`src/rtl/tss_pkg.sv`:
```
package tss_pkg;

    typedef enum logic [2:0] {
        ST_IDLE,
        ST_ISSUE,
        ST_WAIT,
        ST_ADVANCE,
        ST_DONE
    } tss_state_e;

    // Point index 0 is the centre; 1..8 walk the 3x3 grid in raster order, skipping the middle.
    function automatic int grid_pos(input logic [3:0] idx);
        int k;
        k = (idx <= 4'd4) ? int'(idx) - 1 : int'(idx);
        return k;
    endfunction

    function automatic int unit_x(input logic [3:0] idx);
        if (idx == 4'd0) return 0;
        return (grid_pos(idx) % 3) - 1;
    endfunction

    function automatic int unit_y(input logic [3:0] idx);
        if (idx == 4'd0) return 0;
        return (grid_pos(idx) / 3) - 1;
    endfunction

endpackage

```
`src/rtl/tss_cand_gen.sv`:
```
module tss_cand_gen
    import tss_pkg::*;
#(
    parameter int STEPS  = 3,
    parameter int MV_W   = STEPS + 1,
    parameter int STEP_W = 2
) (
    input  logic signed [MV_W-1:0]   centre_dx_i,
    input  logic signed [MV_W-1:0]   centre_dy_i,
    input  logic        [STEP_W-1:0] step_i,
    input  logic        [3:0]        idx_i,
    output logic signed [MV_W-1:0]   cand_dx_o,
    output logic signed [MV_W-1:0]   cand_dy_o
);
    localparam int FIRST_STRIDE = 1 << (STEPS - 1);

    int stride;
    int sum_x;
    int sum_y;

    always_comb begin
        stride    = FIRST_STRIDE >> step_i;
        sum_x     = int'(centre_dx_i) + unit_x(idx_i) * stride;
        sum_y     = int'(centre_dy_i) + unit_y(idx_i) * stride;
        cand_dx_o = MV_W'(sum_x);
        cand_dy_o = MV_W'(sum_y);
    end

endmodule

```
`src/rtl/tss_best_trk.sv`:
```
module tss_best_trk #(
    parameter int MV_W   = 4,
    parameter int COST_W = 16
) (
    input  logic                   clk,
    input  logic                   rst_n,
    input  logic                   clear_i,
    input  logic                   load_i,
    input  logic signed [MV_W-1:0] cand_dx_i,
    input  logic signed [MV_W-1:0] cand_dy_i,
    input  logic [COST_W-1:0]      cost_i,
    output logic signed [MV_W-1:0] best_dx_o,
    output logic signed [MV_W-1:0] best_dy_o
);
    logic [COST_W-1:0] best_cost;

    always_ff @(posedge clk or negedge rst_n) begin
        if (!rst_n) begin
            best_cost <= '1;
            best_dx_o <= '0;
            best_dy_o <= '0;
        end else if (clear_i) begin
            best_cost <= '1;
            best_dx_o <= '0;
            best_dy_o <= '0;
        end else if (load_i && (cost_i < best_cost)) begin
            best_cost <= cost_i;
            best_dx_o <= cand_dx_i;
            best_dy_o <= cand_dy_i;
        end
    end

    AST_BEST_NONINC: assert property (@(posedge clk) disable iff (!rst_n)
        !clear_i |=> best_cost <= $past(best_cost));

    AST_TIE_KEEPS: assert property (@(posedge clk) disable iff (!rst_n)
        (load_i && !clear_i && cost_i == best_cost) |=> ($stable(best_dx_o) && $stable(best_dy_o)));

endmodule

```
`src/rtl/tss_search_ctrl.sv`:
```
module tss_search_ctrl
    import tss_pkg::*;
#(
    parameter int STEPS  = 3,
    parameter int COST_W = 16,
    parameter int MV_W   = STEPS + 1
) (
    input  logic              clk,
    input  logic              rst_n,
    input  logic              start_i,
    output logic              req_valid_o,
    input  logic              req_ready_i,
    output logic [MV_W-1:0]   req_dx_o,
    output logic [MV_W-1:0]   req_dy_o,
    input  logic              cost_valid_i,
    input  logic [COST_W-1:0] cost_i,
    output logic              done_o,
    output logic [MV_W-1:0]   mv_dx_o,
    output logic [MV_W-1:0]   mv_dy_o
);
    localparam int STEP_W  = (STEPS > 2) ? $clog2(STEPS) : 1;
    localparam int EVALS   = 9 + 8 * (STEPS - 1);
    localparam int CNT_W   = $clog2(EVALS + 1);
    localparam int RANGE   = (1 << STEPS) - 1;
    localparam logic [3:0] LAST_IDX = 4'd8;
    localparam logic [STEP_W-1:0] LAST_STEP = STEP_W'(STEPS - 1);

    tss_state_e state_q, state_d;

    logic [STEP_W-1:0]      step_q;
    logic [3:0]             idx_q;
    logic signed [MV_W-1:0] centre_dx_q, centre_dy_q;
    logic signed [MV_W-1:0] cand_dx, cand_dy;
    logic signed [MV_W-1:0] best_dx, best_dy;
    logic                   take_start, take_cost, accept;

    assign take_start = (state_q == ST_IDLE) && start_i;
    assign take_cost  = (state_q == ST_WAIT) && cost_valid_i;
    assign accept     = (state_q == ST_ISSUE) && req_ready_i;

    // Next-state logic
    always_comb begin
        state_d = state_q;
        unique case (state_q)
            ST_IDLE:    if (start_i) state_d = ST_ISSUE;
            ST_ISSUE:   if (req_ready_i) state_d = ST_WAIT;
            ST_WAIT:    if (cost_valid_i) state_d = (idx_q == LAST_IDX) ? ST_ADVANCE : ST_ISSUE;
            ST_ADVANCE: state_d = (step_q == LAST_STEP) ? ST_DONE : ST_ISSUE;
            ST_DONE:    state_d = ST_IDLE;
            default:    state_d = ST_IDLE;
        endcase
    end

    // State register
    always_ff @(posedge clk or negedge rst_n) begin
        if (!rst_n) state_q <= ST_IDLE;
        else        state_q <= state_d;
    end

    // Search position registers
    always_ff @(posedge clk or negedge rst_n) begin
        if (!rst_n) begin
            step_q      <= '0;
            idx_q       <= '0;
            centre_dx_q <= '0;
            centre_dy_q <= '0;
        end else if (take_start) begin
            step_q      <= '0;
            idx_q       <= '0;
            centre_dx_q <= '0;
            centre_dy_q <= '0;
        end else if (take_cost && idx_q != LAST_IDX) begin
            idx_q <= idx_q + 4'd1;
        end else if (state_q == ST_ADVANCE) begin
            centre_dx_q <= best_dx;
            centre_dy_q <= best_dy;
            if (step_q != LAST_STEP) begin
                step_q <= step_q + 1'b1;
                idx_q  <= 4'd1;
            end
        end
    end

    // Output logic
    always_comb begin
        req_valid_o = (state_q == ST_ISSUE);
        done_o      = (state_q == ST_DONE);
        req_dx_o    = cand_dx;
        req_dy_o    = cand_dy;
        mv_dx_o     = centre_dx_q;
        mv_dy_o     = centre_dy_q;
    end

    tss_cand_gen #(
        .STEPS  (STEPS),
        .MV_W   (MV_W),
        .STEP_W (STEP_W)
    ) u_cand (
        .centre_dx_i (centre_dx_q),
        .centre_dy_i (centre_dy_q),
        .step_i      (step_q),
        .idx_i       (idx_q),
        .cand_dx_o   (cand_dx),
        .cand_dy_o   (cand_dy)
    );

    tss_best_trk #(
        .MV_W   (MV_W),
        .COST_W (COST_W)
    ) u_best (
        .clk       (clk),
        .rst_n     (rst_n),
        .clear_i   (take_start),
        .load_i    (take_cost),
        .cand_dx_i (cand_dx),
        .cand_dy_i (cand_dy),
        .cost_i    (cost_i),
        .best_dx_o (best_dx),
        .best_dy_o (best_dy)
    );

    // Accepted-request counter, used only by the checks below
    logic [CNT_W-1:0] acc_cnt;
    always_ff @(posedge clk or negedge rst_n) begin
        if (!rst_n)          acc_cnt <= '0;
        else if (take_start) acc_cnt <= '0;
        else if (accept)     acc_cnt <= acc_cnt + 1'b1;
    end

    AST_REQ_HOLD: assert property (@(posedge clk) disable iff (!rst_n)
        (req_valid_o && !req_ready_i) |=> (req_valid_o && $stable(req_dx_o) && $stable(req_dy_o)));

    AST_ONE_OUTSTANDING: assert property (@(posedge clk) disable iff (!rst_n)
        (req_valid_o && req_ready_i) |=> !req_valid_o);

    AST_DONE_PULSE: assert property (@(posedge clk) disable iff (!rst_n)
        done_o |=> !done_o);

    AST_EVAL_COUNT: assert property (@(posedge clk) disable iff (!rst_n)
        done_o |-> (acc_cnt == CNT_W'(EVALS)));

    AST_MV_RANGE: assert property (@(posedge clk) disable iff (!rst_n)
        done_o |-> ($signed(mv_dx_o) >= -RANGE && $signed(mv_dx_o) <= RANGE &&
                    $signed(mv_dy_o) >= -RANGE && $signed(mv_dy_o) <= RANGE));

    AST_START_IGNORED: assert property (@(posedge clk) disable iff (!rst_n)
        (state_q == ST_WAIT && start_i && !cost_valid_i) |=>
            (state_q == ST_WAIT && $stable(idx_q) && $stable(step_q)));

endmodule

```
`config.mk`:
```
export PLATFORM = sky130hd
export DESIGN_NAME = tss_search_ctrl
export DESIGN_NICKNAME = d
export VERILOG_FILES = /design/src/rtl/tss_pkg.sv /design/src/rtl/tss_cand_gen.sv /design/src/rtl/tss_best_trk.sv /design/src/rtl/tss_search_ctrl.sv
export SDC_FILE = /design/constraint.sdc
export NUM_CORES = 1
export LEC_CHECK = 0
export BUFFER_PORTS_ARGS = -buffer_cell sky130_fd_sc_hd__buf_4
export CORE_MARGIN = 8
export CORE_UTILIZATION = 50
export DETAILED_ROUTE_END_ITERATION = 7
export GPL_TIMING_DRIVEN = 0
export PLACE_DENSITY = 0.79
export SLEW_MARGIN = 15
export SYNTH_ARGS = -nofsm -noshare
export SYNTH_HDL_FRONTEND = slang
export SYNTH_SLANG_ARGS = --single-unit
```
`constraint.sdc`:
```
create_clock -name clk -period 27.3 [get_ports clk]
set_clock_uncertainty 0.1 [all_clocks]
set_input_delay 1.365 -clock clk [delete_from_list [all_inputs] [get_ports clk]]
set_output_delay 1.365 -clock clk [all_outputs]
set_load 0.02 [all_outputs]
```
### Word-level counts from Yosys, hierarchy flattened

Cells that the tools add are included.

| cells by class | value |
|---|---|
| multiplexer cells | 30 |
| eq/ne operators | 12 |
| add/subtract/negate cells | 7 |
| div/mod/pow operators | 2 |
| order comparisons | 2 |
| multiply operators | 2 |
| shifts and indexed selects | 1 |
| reductions and logical operators | 15 |

Operators with widths:

| operator | count |
|---|---|
| 2-to-1 mux 32 bit | 3 |
| multiplier 32 x 32 -> 4 bit | 2 |
| subtractor 32 x 2 -> 32 bit, second input constant | 2 |
| 2-to-1 mux 4 bit | 14 |
| divider 32 x 3 -> 32 bit, second input constant | 1 |
| modulo 32 x 3 -> 32 bit, second input constant | 1 |
| 2-to-1 mux 16 bit | 2 |
| right shift 3 x 2 -> 32 bit, first input constant | 1 |
| < comparator 16 bit | 1 |
| 2-to-1 mux 3 bit | 4 |
| one-hot mux 3 bit (4 select lines) | 1 |
| 2-to-1 mux 2 bit | 5 |
| adder 4 bit | 2 |
| inequality test 2 bit, second input constant | 4 |
| == test 3 x 2 -> 1 bit, second input constant | 2 |
| AND reduction 3 bit | 2 |
| nonzero test 2 bit | 3 |
| nonzero test 3 bit | 2 |
| subtractor 4 x 1 -> 5 bit, second input constant | 1 |
| adder 4 x 1 -> 4 bit, second input constant | 1 |
| == test 4 bit, second input constant | 1 |
| <= comparator 4 x 3 -> 1 bit, second input constant | 1 |
| logical AND 1 bit | 4 |
| logical NOT 4 bit | 1 |
| 9 further kinds | 10 |

| word-level totals | value |
|---|---|
| bits of input ports | 21 |
| flip-flop bits (word level) | 41 |

### Logic depth before layout (Yosys ltp)

| logic depth | value |
|---|---|
| depth in word-level cells | 9 |
| mapped depth | 45 |
| depth with buffers taken out | 43 |

### Cells and area by module

From an unflattened synthesis, not the netlist that was laid out.

| unflattened totals | value |
|---|---|
| cells, all modules | 399 |
| area, all modules | 3723.6 um^2 |

By module, submodules not included:

| module | cells each | area each (um^2) | instances |
|---|---|---|---|
| tss_best_trk | 157 | 1531.5 | 1 |
| tss_cand_gen | 169 | 1322.5 | 1 |
| tss_search_ctrl | 73 | 869.6 | 1 |

### Worst setup path after synthesis

Ideal clock, no wire load.

| path | value |
|---|---|
| path kind | register to output |
| from | reg idx_q[0] |
| to | out req_dx_o[3] |
| data required time | 25835 ps |
| cell stages (with the launch flop) | 43 |
| buffers on the path | 2 |
| path slack | 17351 ps |
| data arrival time | 8484 ps |
| cells stage by stage | dfrtp_1 > inv_1 > ha_1 > nor2b_4 > nor3_2 > nor2_4 > ha_1 > nand2b_1 > a32oi_4 > nand2_4 > ha_1 > ha_1 > or2_0 > clkbuf_1 > mux2_2 > ha_1 > clkbuf_1 > nor3b_1 > [7 not listed] > o32ai_1 > a211o_1 > ha_1 > xnor2_1 > xnor2_1 > nor2_1 > ha_1 > ha_1 > inv_1 > fa_1 > inv_1 > ha_1 > xnor2_1 > xnor2_1 > xnor2_1 > xnor2_1 > xnor2_1 > xnor2_1 |

| between the ends | value |
|---|---|
| cells in the longest elaborated chain, start to end | 7 |
| elaborated cells on any way between the ends | 10 |

RTL lines:

| what | line | source |
|---|---|---|
| start: declaration | tss_search_ctrl.sv:31 | `logic [3:0] idx_q;` |
| start signal: assignment | tss_search_ctrl.sv:73 | `idx_q <= idx_q + 4'd1;` |
| subtractor 4 x 1 -> 5 bit or <= comparator 4 x 3 -> 1 bit (tied branches) | tss_pkg.sv:14 | `k = (idx <= 4'd4) ? int'(idx) - 1 : int'(idx);` |
| 2-to-1 mux 32 bit | tss_pkg.sv:14 |  |
| modulo 32 x 3 -> 32 bit | tss_pkg.sv:20 | `return (grid_pos(idx) % 3) - 1;` |
| subtractor 32 x 2 -> 32 bit | tss_pkg.sv:20 |  |
| 2-to-1 mux 32 bit (*) | tss_pkg.sv:20 |  |
| multiplier 32 x 32 -> 4 bit (*) | tss_cand_gen.sv:23 | `sum_x = int'(centre_dx_i) + unit_x(idx_i) * stride;` |
| adder 4 bit (*) | tss_cand_gen.sv:23 |  |
| end: declaration | tss_search_ctrl.sv:13 | `output logic [MV_W-1:0] req_dx_o,` |

Mark *: on every way between the ends. The rest lies on a longest branch, timed or not.

### Worst setup path after layout

Ends and elaborated chain as after synthesis.

==> metrics <==
Peak Freq=0.0881 GHz; number of max-cap violations=0; vias in the first global route=3044; total CTS buffers=5; status=completed; # setup viols final=0; Mapped Cells=408; multi-input logic area=2310 um^2; FF+latch area=1050 um^2; mean area per synthesized cell=8.80 um^2; Most common cell on crit path=ha_1; crit-path max cell delay=0.53 ns; DRT antenna net count=0; Port Buffers=38; drt initial violations=107; RSZ-0062 raised after global routing=no; GRT Total Usage=16.0%; Slew @ Worst Pin=0.774 ns; Cell Area, Synth=3590 um^2; DRC=0; Die Width=101 um; fraction of registers with async set/reset=100%; Vias=2974; initial antenna violation count=0; Vert. Die Dim=101 um; global-route wire length before repair=13500 um; Post-synth EDFFs=0; flop2flop setup slack=17.44 ns; Syn-to-layout area delta=13.9%; CTS Root Cell=clkbuf_8; CTS sink count=41; Worst Hold Class=reg2reg; gr ovfl total=0; RD Place Congestion=0.820; Distinct cells, synth=66; Seq cells post-synth=41; clock latency on the worst-skew pair=0.29 ns; row cnt=31; startpoint type of the worst setup path=flip-flop; setup TNS=0 ns; Post-CTS Setup Inserts=0; share of cells above drive strength 1=19.2%; crit end category=primary output; Clock Path Buffers=2; TritonCTS clock tree=yes; critical path class=reg2out; Starting Density=50.6%; hpwl dp=5980 um; Final Critical Period=11.36 ns; diode count=0; hold_buf cts=0; die area=10100 um^2; Worst EP required=25.83 ns; fin nets=521; H-tree levels=2; sequential share of the synthesized area=29.1%; vias per std cell=5.38; max_slew headroom=48.2%; I/O Pins=39; Post-CTS Resized=0; clock-pin slew on the worst setup and hold paths=0.08 ns; worst-path fanout max=10; crit path DAT=9.89 ns; Initial DRT Pass Iterations=5; syn nets=476; Crit-path slowest cell=fa_1; Hold Violations, Final=0; Core Box Area=7100 um^2; largest net degree at the start of global routing=42; max-slew violations=0; part of the cycle the worst path needs=41.6%; fill count=627; total length of routed wires=7740 um; wire per inst=14.0 um; Syn. warnings=0; Top FF cell, synth=dfrtp_1
[registers in the layout, indices dropped and copies added (netlist names)]
| register | count |
|---|---|
| idx_q | 4 |
| mv_dx_o | 4 |
| mv_dy_o | 4 |
| state_q | 3 |
| step_q | 2 |
| u_best.best_cost | 16 |
| u_best.best_dx_o | 4 |
| u_best.best_dy_o | 4 |
[placed cells by master, fill, tap and decap left out, types with 5 or more instances in the layout]
cell type | Yosys | final
clkbuf_8 | 0 | 6
nand3b_1 | 7 | 7
nand2b_1 | 7 | 7
nor2b_1 | 8 | 8
a211oi_1 | 7 | 7
buf_4 | 0 | 38
dfrtp_1 | 25 | 25
inv_1 | 37 | 37
xnor2_1 | 18 | 18
mux2i_1 | 9 | 9
o21ai_0 | 14 | 14
a21oi_1 | 28 | 28
nand2_1 | 15 | 15
clkbuf_1 | 12 | 14
nor3b_1 | 5 | 5
dfstp_2 | 16 | 16
nor2_1 | 72 | 72
ha_1 | 45 | 45
[stage by stage]
stage                     util [%]  worst slack, ns  instances  hold slack, ns  cell area, um^2
after floorplan                  -            17.35        408           0.372             3590
after global placement        56.3            16.61        545           0.389             4000
after detailed placement      56.3            16.37        545           0.395             4000
after CTS                     57.6            15.99        553           0.416             4090
after global routing          57.6            15.25        553           0.440             4090
final                         57.6            15.94        553           0.414             4090
[path summary, 6_finish.rpt]
kind                       cells past startpoint           startpoint                    to
hold / removal                                 2  u_best.best_dy_o[2]   u_best.best_dy_o[2]
setup / recovery                              43             idx_q[0]           req_dx_o[3]
setup reg to reg                              43             idx_q[0]   u_best.best_dx_o[3]
min in group asynchronous                      1                rst_n            state_q[0]
hold reg to reg                                2  u_best.best_dy_o[2]   u_best.best_dy_o[2]
max in group asynchronous                      1                rst_n  u_best.best_cost[10]
[cells in the mapped netlist (3+ instances only)]
master / count / area [um^2]
a211oi_1: 7 / 52.6
a21o_1: 3 / 22.5
a21oi_1: 28 / 140
a31oi_1: 4 / 25.0
and2_1: 3 / 18.8
buf_6: 3 / 33.8
clkbuf_1: 12 / 45.0
dfrtp_1: 25 / 626
dfstp_2: 16 / 420
ha_1: 45 / 563
inv_1: 37 / 139
mux2_2: 4 / 45.0
mux2i_1: 9 / 90.1
nand2_1: 15 / 56.3
nand2b_1: 7 / 43.8
nand3_1: 3 / 15.0
nand3b_1: 7 / 52.6
nor2_1: 72 / 270
nor2b_1: 8 / 50.1
nor3_1: 4 / 20.0
nor3b_1: 5 / 37.5
o21ai_0: 14 / 70.1
o21ai_1: 4 / 20.0
xnor2_1: 18 / 158
xor2_1: 4 / 35.0
[kinds of logic after synthesis]
group,Yosys count,synth area share [%]
buffers and inverters,55,6.38
multiplexers,14,4.08
flip-flops,41,29.1
adder cells (fa/ha/maj),47,16.8
AO/OA/AOI/OAI,88,17.8
XOR/XNOR,22,5.37
AND/OR/NAND/NOR,141,20.4
[metal layers]
layer	vias to the layer above	track usage, %	part of all wire, %
li1	1500	-	-
met1	1397	18.5	46
met2	68	28.9	49
met3	9	3.25	4.0
met4	0	4.07	1.0
met5	-	0	0
[worst max-delay path, delay by kind of cell, from the launching register on]
| kind | cells | cell delay, ns |
|---|---|---|
| flops | 1 | 0.50 |
| xor+xnor | 9 | 1.58 |
| compound gates | 6 | 1.27 |
| fa+ha+maj | 11 | 3.14 |
| simple gates | 8 | 1.65 |
| buf+inv | 8 | 1.09 |
| mux | 1 | 0.36 |
[layout make-up]
cell class                 instances  share of cell area (%)
sequential                        41                    25.6
timing repair buffer              38                    6.98
clock buffer                       8                    2.20
inverter                          39                    3.58
tap                               99                    3.03
buffer                            16                    2.02
multi-input combinational        312                    56.6
Power is not shown: default switching activity piles up to over one toggle a cycle in this logic, so the estimate is an artifact.
